### src/rtl/pmc_pkg.sv
package pmc_pkg;
  typedef enum logic [2:0] {
    PM_RUN    = 3'd0,
    PM_LIGHT  = 3'd1,
    PM_DEEP   = 3'd2,
    PM_WARMUP = 3'd3,
    PM_RESUME = 3'd4
  } pm_state_e;
endpackage

### src/rtl/pmc_wake_detect.sv
module pmc_wake_detect #(
  parameter int NUM_IRQ = 4,
  parameter int NUM_EXT = 2
) (
  input  logic               clk,
  input  logic               rst_n,
  input  logic               snap_load,
  input  logic [NUM_IRQ-1:0] irq_req,
  input  logic [NUM_EXT-1:0] ext_irq,
  input  logic [NUM_EXT-1:0] ext_irq_en,
  output logic               light_wake,
  output logic               deep_wake,
  output logic [NUM_EXT-1:0] snap_en
);
  logic [NUM_EXT-1:0] snap_d, snap_q;
  logic [NUM_EXT-1:0] live_hit, kept_hit;

  for (genvar g = 0; g < NUM_EXT; g++) begin : g_line
    assign live_hit[g] = ext_irq[g] & ext_irq_en[g];
    assign kept_hit[g] = ext_irq[g] & snap_q[g];
  end

  always_comb begin
    snap_d = snap_q;
    if (snap_load) snap_d = ext_irq_en;
  end

  always_ff @(posedge clk or negedge rst_n) begin
    if (!rst_n) snap_q <= '0;
    else        snap_q <= snap_d;
  end

  assign light_wake = (|irq_req) | (|live_hit);
  assign deep_wake  = |kept_hit;
  assign snap_en    = snap_q;
endmodule

### src/rtl/pmc_warmup_timer.sv
module pmc_warmup_timer #(
  parameter int TICKS = 328
) (
  input  logic clk,
  input  logic rst_n,
  input  logic active,
  input  logic ref_tick,
  output logic done
);
  localparam int CNT_W = (TICKS > 1) ? $clog2(TICKS + 1) : 1;
  localparam logic [CNT_W-1:0] LAST = CNT_W'(TICKS - 1);

  logic [CNT_W-1:0] cnt_d, cnt_q;

  assign done = active & ref_tick & (cnt_q == LAST);

  always_comb begin
    cnt_d = cnt_q;
    if (!active)                cnt_d = '0;
    else if (ref_tick && !done) cnt_d = cnt_q + 1'b1;
  end

  always_ff @(posedge clk or negedge rst_n) begin
    if (!rst_n) cnt_q <= '0;
    else        cnt_q <= cnt_d;
  end
endmodule

### src/rtl/pmc_fsm.sv
module pmc_fsm
  import pmc_pkg::*;
(
  input  logic      clk,
  input  logic      rst_n,
  input  logic      wr_en,
  input  logic      wr_light,
  input  logic      wr_deep,
  input  logic      light_wake,
  input  logic      deep_wake,
  input  logic      warm_done,
  output pm_state_e state,
  output logic      light_bit,
  output logic      deep_bit,
  output logic      snap_load,
  output logic      warm_active
);
  pm_state_e state_d, state_q;
  logic light_d, light_q, deep_d, deep_q;
  logic run_wr;

  assign run_wr = (state_q == PM_RUN) & wr_en & (wr_light | wr_deep);

  always_comb begin
    state_d = state_q;
    light_d = light_q;
    deep_d  = deep_q;
    unique case (state_q)
      PM_RUN: begin
        if (run_wr) begin
          light_d = wr_light;
          deep_d  = wr_deep;
          state_d = wr_deep ? PM_DEEP : PM_LIGHT;
        end
      end
      PM_LIGHT:  if (light_wake) state_d = PM_RESUME;
      PM_DEEP:   if (deep_wake)  state_d = PM_WARMUP;
      PM_WARMUP: if (warm_done)  state_d = PM_RESUME;
      PM_RESUME: begin
        state_d = PM_RUN;
        light_d = 1'b0;
        deep_d  = 1'b0;
      end
      default:   state_d = PM_RUN;
    endcase
  end

  always_ff @(posedge clk or negedge rst_n) begin
    if (!rst_n) begin
      state_q <= PM_RUN;
      light_q <= 1'b0;
      deep_q  <= 1'b0;
    end else begin
      state_q <= state_d;
      light_q <= light_d;
      deep_q  <= deep_d;
    end
  end

  assign state       = state_q;
  assign light_bit   = light_q;
  assign deep_bit    = deep_q;
  assign snap_load   = run_wr & wr_deep;
  assign warm_active = (state_q == PM_WARMUP);
endmodule

### src/rtl/pwr_mode_ctrl.sv
module pwr_mode_ctrl
  import pmc_pkg::*;
#(
  parameter int NUM_IRQ      = 4,
  parameter int NUM_EXT      = 2,
  parameter int WARMUP_TICKS = 328
) (
  input  logic               clk,
  input  logic               rst_n,
  input  logic               cfg_wr_en,
  input  logic               cfg_wr_light,
  input  logic               cfg_wr_deep,
  input  logic [NUM_IRQ-1:0] irq_req,
  input  logic [NUM_EXT-1:0] ext_irq,
  input  logic [NUM_EXT-1:0] ext_irq_en,
  input  logic               ref_tick,
  output logic               cpu_clk_en,
  output logic               per_clk_en,
  output logic               osc_en,
  output logic               light_flag,
  output logic               deep_flag
);
  logic [1:0] rst_pipe;
  logic       irst_n;
  logic       light_wake, deep_wake, warm_done, warm_active, snap_load;
  logic [NUM_EXT-1:0] snap_en;
  pm_state_e  state;

  always_ff @(posedge clk or negedge rst_n) begin
    if (!rst_n) rst_pipe <= 2'b00;
    else        rst_pipe <= {rst_pipe[0], 1'b1};
  end
  assign irst_n = rst_pipe[1];

  pmc_wake_detect #(.NUM_IRQ(NUM_IRQ), .NUM_EXT(NUM_EXT)) u_wake (
    .clk        (clk),
    .rst_n      (irst_n),
    .snap_load  (snap_load),
    .irq_req    (irq_req),
    .ext_irq    (ext_irq),
    .ext_irq_en (ext_irq_en),
    .light_wake (light_wake),
    .deep_wake  (deep_wake),
    .snap_en    (snap_en)
  );

  pmc_warmup_timer #(.TICKS(WARMUP_TICKS)) u_timer (
    .clk      (clk),
    .rst_n    (irst_n),
    .active   (warm_active),
    .ref_tick (ref_tick),
    .done     (warm_done)
  );

  pmc_fsm u_fsm (
    .clk         (clk),
    .rst_n       (irst_n),
    .wr_en       (cfg_wr_en),
    .wr_light    (cfg_wr_light),
    .wr_deep     (cfg_wr_deep),
    .light_wake  (light_wake),
    .deep_wake   (deep_wake),
    .warm_done   (warm_done),
    .state       (state),
    .light_bit   (light_flag),
    .deep_bit    (deep_flag),
    .snap_load   (snap_load),
    .warm_active (warm_active)
  );

  assign cpu_clk_en = (state == PM_RUN);
  assign per_clk_en = (state == PM_RUN) | (state == PM_LIGHT) | (state == PM_RESUME);
  assign osc_en     = (state != PM_DEEP);
endmodule

### config.mk
export PLATFORM = sky130hd
export DESIGN_NAME = pwr_mode_ctrl
export DESIGN_NICKNAME = d
export VERILOG_FILES = /design/src/rtl/pmc_pkg.sv /design/src/rtl/pmc_wake_detect.sv /design/src/rtl/pmc_warmup_timer.sv /design/src/rtl/pmc_fsm.sv /design/src/rtl/pwr_mode_ctrl.sv
export SDC_FILE = /design/constraint.sdc
export NUM_CORES = 1
export LEC_CHECK = 0
export ABC_AREA = 1
export CAP_MARGIN = 20
export CORE_MARGIN = 10
export CORE_UTILIZATION = 40
export DETAILED_ROUTE_END_ITERATION = 10
export GPL_TIMING_DRIVEN = 1
export PLACE_DENSITY = 0.74
export SLEW_MARGIN = 20
export SYNTH_ARGS = -nofsm -noshare
export SYNTH_HDL_FRONTEND = slang
export SYNTH_SLANG_ARGS = --single-unit
### constraint.sdc
create_clock -name clk -period 1.98 [get_ports clk]
set_input_delay 0.594 -clock clk [delete_from_list [all_inputs] [get_ports clk]]
set_output_delay 0.594 -clock clk [all_outputs]
set_load 0.02 [all_outputs]
==> impl_summary.txt, run 1 <==
----------------------------------------------------
[Run status]
  Outcome ... complete, no violations

[Layout]
  Layout net count ... 189
  Fraction of layout cells with a size suffix above 1 ... 16.8%
  Number of diodes ... 0
  Number of fillers in the final layout ... 232
  Layout Cell Area excl Fill ... 1360 sq um
  Finished Core Util ... 53.8%
  Layout overhead on the synthesized area ... 25.6%

[Critical path]
  Worst reg2reg path startpoint ... u_timer.cnt_q[0]
  Critical path depth ... 4
  Source of the critical timing path ... u_fsm.state[0]
  Highest-delay cell along the critical path ... sky130_fd_sc_hd__dfrtp_1
  Buffering stage count on the worst path with inverters included ... 2
  Chain of cells forming the critical path ... inv_1 > nand2_2 > nor2_4 > clkdlybuf4s15_2
  Highest net fanout along the worst path ... 4
  R2r setup slk ... 0.51 ns
  Worst EP required ... 1.39 ns
  Critical path capture point ... cpu_clk_en
  Stage delay of the slowest cell on the critical path ... 0.39 ns
  Capture point of the worst reg-to-reg path ... u_timer.cnt_q[3]
  Arrival time at the worst endpoint ... 1.29 ns
  Crit. End Element ... output pin
  Crit-path leading delay family ... flip-flops
  Startpoint-to-endpoint class of the critical path ... flip-flop to output pin
  Logic depth of the worst register-to-register path ... 7
  Worst Setup Start Kind ... flip-flop

[Power]
  Net switching power ... 0.568 mW
  Total power ... 1.38 mW
  Standby leakage power ... 0.665 nW
  Cell Int Power ... 0.811 mW
  Switching part of the total ... 41.2%
  Peak ir drop on the vdd network ... 0.905 mV
  Portion of total power attributed to the clock network ... 16.7%
  Sequential power share ... 36.6%
  Logic gate share of total power ... 46.7%
  Pwr dens ... 1020 nW/um^2

[Clock tree]
  Maximum clock path buffer count ... 2
  Root Buffer ... sky130_fd_sc_hd__clkbuf_4
  Inserted Clock Buffers ... 3
  CTS tree ... done
  H-tree levels ... 1
  Register clock-pin slew on the reported worst setup and hold paths ... 0.11 ns
  Clk_lat worst skew ... 0.29 ns
  Hold-fix buffer count after cts ... 0
  Post_cts resized ... 8
  Number of clock sinks ... 18
  Number of buffers inserted to repair setup after CTS ... 0

[Synth]
  Number of synthesized flops with an enable pin ... 0
  Top-area cell type share of the netlist area ... 41.7%
  Synthesized area per cell ... 7.30 sq um
  Dominant synthesized flop cell ... sky130_fd_sc_hd__dfrtp_1
  Yosys cell types ... 23
  Netlist area before placement ... 1080 sq um
  Leading cell type by number of instances after synthesis ... sky130_fd_sc_hd__nand2_1
  Number of warnings issued by yosys ... 0
  Cell type contributing the most total cell area after synthesis ... sky130_fd_sc_hd__dfrtp_1
  Number of cells produced by synthesis ... 148
  Synth Register Bits ... 18
  Share of synthesized registers carrying an async set or reset ... 100%
  Top cells by count, synth ... sky130_fd_sc_hd__nand2_1 (50), sky130_fd_sc_hd__inv_1 (19), sky130_fd_sc_hd__dfrtp_1 (18)
  Top cells by area in the synthesized netlist ... sky130_fd_sc_hd__dfrtp_1 (42%), sky130_fd_sc_hd__nand2_1 (17%), sky130_fd_sc_hd__nand3_1 (7.0%)
  Sequential fraction of the synthesis area ... 41.7%
  Net count after synthesis ... 163

[Floorplanning]
  Die X ... 72.0 um
  Core Region ... 2520 sq um
  Floorplan die height ... 72.0 um
  Number of ports placed on the die boundary ... 19
  FP Rows ... 18
  Starting Density ... 42.8%
  DIE AREA ... 5180 sq um

[Route]
  DR WL/cell ... 12.8 um
  Routed Antenna Nets ... 0
  Detailed router's first-iteration violation count ... 44
  Number of DRC violations after detailed routing ... 0
  Post-detailed-routing wire length ... 2.60 mm
  First drt pass iteration count ... 6
  Total vias in the final route ... 1040
  Routed via count divided by cell count ... 5.12

[Timing]
  Post-route clock skew ... 0.00511 ns
  Setup violation total in the final timing report ... 0
  Relative slew margins ... 55.3%
  Highest clock rate ... 529 MHz
  Number of pins with negative max-slew slack in the final report ... 0
  Worst slew pin tran ... 0.670 ns
  Hold violation total from the final report ... 0
  Final critical path time including I/O delays and setup ... 1.89 ns
  Fin crit share ... 95.4%
  Final worst setup slack ... 0.0912 ns

[Global routing]
  Wire length of the first global-routing pass ... 4.38 mm
  Pin count of the biggest net entering global routing ... 17
  Global-route usage over all layers ... 9.99%
  Vias in the first global route ... 1016
  Initial antenna violation count ... 0
  Congestion Overflow GR ... 0

[Placed design]
  Placer's final routability congestion estimate ... 0.847
  Pre-CTS setup slack ... 0.0176 ns
  Detailed placement HPWL ... 2.06 mm
  Count of buffers from port buffering ... 18
  Cell Area, Placed ... 1310 sq um

[Hold path]
  Type of the worst min-delay path ... flip-flop to asynchronous set/reset pin

[Job]
  Max-capacitance violation count ... 0

----------------------------------------------------
-- placed cells by master, fill, tap and decap left out, drive strengths merged --
master | synthesis | routed
clkbuf | 0 | 5
nor2 | 11 | 11
o21ai | 14 | 14
nand4 | 3 | 3
clkdlybuf4s15 | 0 | 2
o21bai | 1 | 1
dfrtp | 18 | 18
nand3b | 2 | 2
a21boi | 1 | 1
nand2 | 53 | 53
inv | 20 | 20
nor3 | 2 | 2
nand3 | 16 | 16
a21oi | 2 | 2
clkdlybuf4s50 | 0 | 15
or2 | 2 | 2
conb | 1 | 1
buf | 1 | 4
ha | 1 | 1
-- how the worst min path moves through the flow --
stage	from	end	slack, ns	cells after the start
floorplan	rst_pipe[1]	u_fsm.deep_bit	0.20	0
global placement	rst_pipe[1]	u_wake.snap_en[0]	0.30	0
detailed placement	rst_pipe[1]	u_wake.snap_en[1]	0.30	0
CTS	rst_pipe[1]	u_timer.cnt_q[7]	0.30	0
global route	rst_pipe[1]	u_timer.cnt_q[8]	0.31	0
finish	rst_pipe[1]	u_timer.cnt_q[8]	0.27	0
-- worst reg2reg max path, cell delays in order (launching register included) --
cell	delay, ns
sky130_fd_sc_hd__dfrtp_1	0.43
sky130_fd_sc_hd__ha_1	0.22
sky130_fd_sc_hd__nand2_1	0.10
sky130_fd_sc_hd__nor3_2	0.14
sky130_fd_sc_hd__nand3_2	0.15
sky130_fd_sc_hd__nand2_4	0.20
sky130_fd_sc_hd__nand2_1	0.11
sky130_fd_sc_hd__o21ai_2	0.06
-- stage by stage --
step / instances / TNS [ns] / hold WS, ns
3_5_place_dp: 199 / 0 / 0.296
2_1_floorplan: 148 / 0 / 0.200
4_1_cts: 203 / 0 / 0.304
3_3_place_gp: 199 / 0 / 0.296
5_1_grt: 203 / -0.0127 / 0.312
6_report: 203 / 0 / 0.274
-- area by class of cell --
class	count	area, sq um	area share, %
repair buffers	22	208	15.3
inverters	20	75.1	5.54
multi-input cells	109	549	40.5
clock buffers	4	36.3	2.68
flip-flops and latches	18	450	33.2
well taps	30	37.5	2.77
-- per-layer routing --
layer | track usage, % | wire [um] | share of wire (%)
met1 | 11.3 | 1100 | 42
met2 | 18.2 | 1400 | 54
met3 | 1.90 | 67 | 2.6
met4 | 3.23 | 25 | 0.96
met5 | 0 | 0 | 0
-- kinds of logic after synthesis --
group                    Yosys count  synth area share, %
other                              1                0.347
AO/OA/AOI/OAI                     18                 10.5
AND/OR/NAND/NOR                   89                 37.4
flip-flops                        18                 41.7
adder cells (fa/ha/maj)            1                 1.16
buffers and inverters             21                 8.81
-- sequential cells by signal, indices dropped and copies added, names as in the netlist --
| signal | flops |
|---|---|
| u_timer.cnt_q | 9 |
| u_wake.snap_en | 2 |
| u_fsm.light_bit | 1 |
| u_fsm.state | 3 |
| rst_pipe | 2 |
| u_fsm.deep_bit | 1 |
-- power by group through the flow --
stage / logic, mW / registers (mW) / clock network [mW]
global placement: 0.618 / 0.502 / 0
global route: 0.724 / 0.514 / 0.253
floorplan: 0.376 / 0.520 / 0
detailed placement: 0.632 / 0.507 / 0
finish: 0.644 / 0.505 / 0.230
CTS: 0.624 / 0.499 / 0.238
Note: power is estimated with default switching activity, not from simulation.
==> inputs of run 2 (changes only) <==
--- a/config.mk
+++ b/config.mk
@@ -8,10 +8,11 @@
 export ABC_AREA = 1
 export CAP_MARGIN = 20
 export CORE_MARGIN = 10
-export CORE_UTILIZATION = 40
+export CORE_UTILIZATION = 31
+export CTS_CLUSTER_SIZE = 14
 export DETAILED_ROUTE_END_ITERATION = 10
 export GPL_TIMING_DRIVEN = 1
-export PLACE_DENSITY = 0.74
+export PLACE_DENSITY = 0.63
 export SLEW_MARGIN = 20
 export SYNTH_ARGS = -nofsm -noshare
 export SYNTH_HDL_FRONTEND = slang
==> run 2 against run 1 <==
Net effect:
- first-iteration DRC count shrank 57%
- cell area grew 0.83%
- utilization shrank 13 points
- critical path depth shrank 3
- register-to-register slack is essentially flat
- largest power group unchanged
- highest routed layer unchanged
- die area grew 21%
- combinational power is essentially flat
- via count shrank 3.4%
- wire length shrank 3.6%
- sequential share of layout area shrank 0.27 points
- sequential power shrank 2%
- setup slack lost 0.0070 ns
==> impl_summary.txt, run 2 (same netlist as run 1, synthesis figures left out) <==
----------------------------------------------------
[Run status]
  Outcome ... complete, no violations

[Layout]
  Highest-count cells in the layout ignoring fill and taps ... sky130_fd_sc_hd__nand2_1 (49), sky130_fd_sc_hd__inv_1 (18), sky130_fd_sc_hd__dfrtp_1 (18)
  Number of diodes ... 0
  Post-route insts no fill ... 220
  Max reg flops ... 9
  Layout overhead on the synthesized area ... 26.7%
  Largest register by flop count ... u_timer.cnt_q
  Layout net count ... 190
  Area used by sequential logic in the layout ... 450 sq um
  Area of the multi-input gates ... 539 sq um
  Most frequent standard cell in the layout excluding fill and tap cells ... sky130_fd_sc_hd__nand2_1
  Number of fillers in the final layout ... 385
  Fraction of layout cells with a size suffix above 1 ... 17.2%

[Clock tree]
  CTS tree ... done
  Inserted Clock Buffers ... 3
  Hold-fix buffer count after cts ... 0
  H-tree levels ... 1
  Root Buffer ... sky130_fd_sc_hd__clkbuf_4
  Maximum clock path buffer count ... 2
  Clk_lat worst skew ... 0.31 ns
  Number of clock sinks ... 18
  Register clock-pin slew on the reported worst setup and hold paths ... 0.11 ns

[Critical path]
  Arrival time at the worst endpoint ... 1.30 ns
  Worst Setup Start Kind ... flip-flop
  Crit. End Element ... output pin
  Worst reg2reg path startpoint ... u_timer.cnt_q[0]
  Highest net fanout along the worst path ... 2
  Chain of cells forming the critical path ... clkdlybuf4s50_1
  Critical path depth ... 1
  Logic depth of the worst register-to-register path ... 7
  Worst EP required ... 1.39 ns
  Crit-path leading delay family ... buffers and inverters
  Buffering stage count on the worst path with inverters included ... 1
  Startpoint-to-endpoint class of the critical path ... flip-flop to output pin
  Stage delay of the slowest cell on the critical path ... 0.61 ns
  Highest-delay cell along the critical path ... sky130_fd_sc_hd__clkdlybuf4s50_1
  Capture point of the worst reg-to-reg path ... u_timer.cnt_q[4]
  R2r setup slk ... 0.50 ns

[Route]
  Routed via count divided by cell count ... 4.57
  Total vias in the final route ... 1005
  Number of DRC violations after detailed routing ... 0
  DR WL/cell ... 11.4 um
  Routed Antenna Nets ... 0
  Detailed router's first-iteration violation count ... 19
  Post-detailed-routing wire length ... 2.50 mm
  First drt pass iteration count ... 4

[Global routing]
  Wire length of the first global-routing pass ... 4.31 mm
  Pin count of the biggest net entering global routing ... 17
  Congestion Overflow GR ... 0
  Initial antenna violation count ... 0
  Vias in the first global route ... 1027
  Global-route usage over all layers ... 8.45%

[Power]
  Pwr dens ... 1000 nW/um^2
  Standby leakage power ... 0.669 nW
  Total power ... 1.37 mW
  Peak ir drop on the vdd network ... 0.429 mV

[Timing]
  Number of pins with negative max-slew slack in the final report ... 0
  Relative slew margins ... 55.2%
  Fin crit share ... 95.7%
  Highest clock rate ... 527 MHz
  Final critical path time including I/O delays and setup ... 1.90 ns
  Post-route worst hold slack ... 0.285 ns
  Worst slew pin tran ... 0.672 ns
  Setup repair after global routing missed its margin ... false
  Post-route clock skew ... 0.00567 ns
  Setup violation total in the final timing report ... 0
  Hold violation total from the final report ... 0

[Floorplanning]
  DIE AREA ... 6240 sq um
  Number of ports placed on the die boundary ... 19
  Floorplan die height ... 79.0 um
  FP Rows ... 21
  Starting Density ... 32.1%
  Core Region ... 3360 sq um
  Die X ... 79.0 um

[Placed design]
  Placer's final routability congestion estimate ... 0.838
  Detailed placement HPWL ... 1.96 mm
  Placed cell count ... 216
  Count of buffers from port buffering ... 18

[Job]
  Max-capacitance violation count ... 0

[Hold path]
  Type of the worst min-delay path ... flip-flop to asynchronous set/reset pin

----------------------------------------------------
run 2: cell count changes in the layout (fill, tap and decap cells not counted):
cell | before | now
sky130_fd_sc_hd__buf_4 | 4 | 5
sky130_fd_sc_hd__clkdlybuf4s15_2 | 2 | 1
sky130_fd_sc_hd__clkbuf_2 | 1 | 2
sky130_fd_sc_hd__nor2_2 | 1 | 3
sky130_fd_sc_hd__nor2_4 | 2 | 0
run 2: worst register-to-register path, delay by kind of cell (launching register included):
family,cells,cell delay (ns)
compound gates,1,0.06
fa+ha+maj,1,0.21
flops,1,0.44
simple gates,5,0.71
run 2: worst max path at each step:
stage	startpoint	end	slack, ns
6_report	u_fsm.light_bit	light_flag	0.08
2_1_floorplan	u_fsm.state[0]	osc_en	0.57
4_1_cts	u_fsm.state[2]	cpu_clk_en	0.008
5_1_grt	u_fsm.state[2]	osc_en	0.03
3_3_place_gp	u_fsm.state[2]	cpu_clk_en	0.08
3_5_place_dp	ref_tick	u_timer.cnt_q[4]	-0.02
run 2: power breakdown:
group | internal, mW | switching (mW)
logic | 0.260 | 0.382
clock network | 0.112 | 0.126
registers | 0.443 | 0.0508
run 2: area by class of cell:
type | count | share of cell area (%)
clock buffers | 4 | 2.65
inverters | 20 | 5.49
multi-input cells | 109 | 39.4
flip-flops and latches | 18 | 32.9
well taps | 46 | 4.21
repair buffers | 23 | 15.3
run 2: metrics by stage:
| step | cell area [sq um] | worst slack, ns | util (%) | setup TNS (ns) |
|---|---|---|---|---|
| 2_1_floorplan | 1080 | 0.571 | - | 0 |
| 3_3_place_gp | 1340 | 0.0805 | 39.7 | 0 |
| 3_5_place_dp | 1340 | -0.0240 | 39.7 | -0.0823 |
| 4_1_cts | 1370 | 0.00762 | 40.8 | 0 |
| 5_1_grt | 1370 | 0.0264 | 40.7 | 0 |
| 6_report | 1370 | 0.0842 | 40.7 | 0 |
run 2: timing repair:
action | in CTS | in global routing
endpoints found under the setup margin | 3 | 3
resized for setup | 6 | 6
setup buffers | 0 | 0
pin swaps | 0 | 0
run 2: layer usage:
layer / vias to the layer above / part of all wire [%] / global-route usage, %
met5: - / 0 / 0
met4: 0 / 2.9 / 6.45
met3: 5 / 0.76 / 0.901
met2: 10 / 53 / 14.8
met1: 467 / 44 / 9.10
li1: 523 / - / -
==> inputs of run 3 (changes only) <==
--- a/config.mk
+++ b/config.mk
@@ -13,6 +13,7 @@
 export DETAILED_ROUTE_END_ITERATION = 10
 export GPL_TIMING_DRIVEN = 1
 export PLACE_DENSITY = 0.63
+export SKIP_CTS_REPAIR_TIMING = 1
 export SLEW_MARGIN = 20
 export SYNTH_ARGS = -nofsm -noshare
 export SYNTH_HDL_FRONTEND = slang
==> run 3 against run 2 <==
Net effect:
- first-iteration DRC count increased by 26%
- setup slack about the same
- hold slack got worse by 0.0022 ns
- via count about the same
- wire length decreased by 0.68%
- global-route usage unchanged
- die area unchanged
- maximum frequency about the same
- combinational power increased by 2%
- critical endpoint unchanged
- highest routed layer unchanged
==> impl_summary.txt, run 3 (same netlist as run 1, synthesis figures left out) <==
----------------------------------------------------
[Run status]
  Outcome ... complete, no violations

[Timing]
  Highest clock rate ... 528 MHz
  Accumulated negative setup slack ... 0 ns
  Setup repair after global routing missed its margin ... true
  Relative slew margins ... 55.6%
  Fin crit share ... 95.7%
  Worst slew pin tran ... 0.666 ns
  Hold violation total from the final report ... 0
  Number of pins with negative max-slew slack in the final report ... 0
  Post-route clock skew ... 0.00558 ns
  Final critical path time including I/O delays and setup ... 1.90 ns
  Setup violation total in the final timing report ... 0
  Post-route worst hold slack ... 0.282 ns

[Route]
  Number of DRC violations after detailed routing ... 0
  Detailed router's first-iteration violation count ... 24
  Met3 WL ... 25 um
  Total vias in the final route ... 1006
  Post-detailed-routing wire length ... 2.48 mm
  Total met2 wirelength after detailed routing ... 1.30 mm
  Highest signal layer in the routed design ... met4
  Routed via count divided by cell count ... 4.57
  Routed metal-1 wire length ... 1.09 mm
  Routed Antenna Nets ... 0
  First drt pass iteration count ... 4
  DR WL/cell ... 11.3 um

[Layout]
  Fraction of layout cells with a size suffix above 1 ... 14.4%
  Number of diodes ... 0
  Post-route insts no fill ... 220
  Highest-count cells in the layout ignoring fill and taps ... sky130_fd_sc_hd__nand2_1 (50), sky130_fd_sc_hd__inv_1 (19), sky130_fd_sc_hd__dfrtp_1 (18)
  Most frequent standard cell in the layout excluding fill and tap cells ... sky130_fd_sc_hd__nand2_1
  Max reg flops ... 9
  Largest register by flop count ... u_timer.cnt_q
  Layout net count ... 190
  Layout overhead on the synthesized area ... 27.9%

[Critical path]
  Logic depth of the worst register-to-register path ... 7
  Worst reg2reg path startpoint ... u_timer.cnt_q[0]
  Crit-path leading delay family ... buffers and inverters
  Capture point of the worst reg-to-reg path ... u_timer.cnt_q[4]
  Startpoint-to-endpoint class of the critical path ... flip-flop to output pin
  Crit. End Element ... output pin
  Arrival time at the worst endpoint ... 1.30 ns
  R2r setup slk ... 0.50 ns
  Worst EP required ... 1.39 ns
  Stage delay of the slowest cell on the critical path ... 0.61 ns
  Buffering stage count on the worst path with inverters included ... 1
  Chain of cells forming the critical path ... clkdlybuf4s50_1
  Highest net fanout along the worst path ... 2
  Worst Setup Start Kind ... flip-flop
  Highest-delay cell along the critical path ... sky130_fd_sc_hd__clkdlybuf4s50_1

[Power]
  Sequential power share ... 35.6%
  Switching part of the total ... 39.9%
  Portion of total power attributed to the clock network ... 17.2%
  Peak ir drop on the vdd network ... 0.417 mV
  Cell Int Power ... 0.832 mW
  Logic gate share of total power ... 47.2%
  Total power ... 1.38 mW
  Standby leakage power ... 0.698 nW
  Pwr dens ... 1000 nW/um^2
  Net switching power ... 0.552 mW

[Floorplanning]
  Die X ... 79.0 um
  Number of ports placed on the die boundary ... 19
  Floorplan die height ... 79.0 um
  FP Rows ... 21
  DIE AREA ... 6240 sq um
  Starting Density ... 32.1%
  Core Region ... 3360 sq um

[Clock tree]
  Number of clock sinks ... 18
  CTS tree ... done
  Inserted Clock Buffers ... 3
  H-tree levels ... 1
  Clk_lat worst skew ... 0.31 ns
  Root Buffer ... sky130_fd_sc_hd__clkbuf_4
  Maximum clock path buffer count ... 2
  Register clock-pin slew on the reported worst setup and hold paths ... 0.11 ns

[Global routing]
  Global-route usage over all layers ... 8.45%
  Vias in the first global route ... 1027
  Initial antenna violation count ... 0
  Pin count of the biggest net entering global routing ... 17
  Congestion Overflow GR ... 0
  Wire length of the first global-routing pass ... 4.31 mm

[Placed design]
  Count of buffers from port buffering ... 18
  Detailed placement HPWL ... 1.96 mm
  Placer's final routability congestion estimate ... 0.838
  Placed cell count ... 216

[Job]
  Max-capacitance violation count ... 0

[Hold path]
  Type of the worst min-delay path ... flip-flop to asynchronous set/reset pin

----------------------------------------------------
run 3: cell count changes in the layout (fill, tap and decap cells not counted), sizes merged:
cell / delta
dlymetal6s2s: +3
clkbuf: -2
clkdlybuf4s15: -1
run 3: worst register-to-register path: stages (launching register included):
cell and delay [ns]:
sky130_fd_sc_hd__dfrtp_1 0.44, sky130_fd_sc_hd__ha_1 0.21, sky130_fd_sc_hd__nand2_1 0.09, sky130_fd_sc_hd__nor3_2 0.15, sky130_fd_sc_hd__nand3_2 0.16, sky130_fd_sc_hd__nand2_4 0.21, sky130_fd_sc_hd__nand2_1 0.10, sky130_fd_sc_hd__o21ai_2 0.06
run 3: power groups by stage:
| stage | Combinational, mW | Sequential (mW) | Clock [mW] |
|---|---|---|---|
| after CTS | 0.664 | 0.493 | 0.246 |
| final | 0.653 | 0.493 | 0.238 |
| after detailed placement | 0.660 | 0.501 | 0 |
| after floorplan | 0.376 | 0.520 | 0 |
| after global routing | 0.734 | 0.502 | 0.255 |
| after global placement | 0.647 | 0.496 | 0 |
run 3: final cells by class:
type / instances / area, sq um
Fill cell: 383 / 1980
Multi-Input combinational cell: 109 / 537
Sequential cell: 18 / 450
Timing Repair Buffer: 23 / 225
Inverter: 20 / 75.1
Tap cell: 46 / 57.6
Clock buffer: 4 / 36.3
run 3: worst max path at each step:
| stage | startpoint | endpoint | slack, ns | depth (start not counted) |
|---|---|---|---|---|
| after floorplan | u_fsm.state[0] | osc_en | 0.57 | 4 |
| after global placement | u_fsm.state[2] | cpu_clk_en | 0.08 | 4 |
| after detailed placement | ref_tick | u_timer.cnt_q[4] | -0.02 | 7 |
| after CTS | u_fsm.state[2] | cpu_clk_en | -0.29 | 4 |
| after global routing | u_fsm.state[2] | cpu_clk_en | -0.00009 | 4 |
| final | u_fsm.light_bit | light_flag | 0.08 | 1 |
run 3: through the flow:
stage | area, sq um | utilization [%] | setup WS, ns
3_5_place_dp | 1340 | 39.7 | -0.0240
6_report | 1380 | 41.1 | 0.0845
5_1_grt | 1380 | 41.1 | -0.0000872
4_1_cts | 1370 | 40.8 | -0.294
3_3_place_gp | 1340 | 39.7 | 0.0805
2_1_floorplan | 1080 | - | 0.571
run 3: routing by layer:
layer / track usage, % / vias to the layer above
met3: 0.901 / 5
met5: 0 / -
li1: - / 523
met1: 9.10 / 466
met2: 14.8 / 12
met4: 6.45 / 0
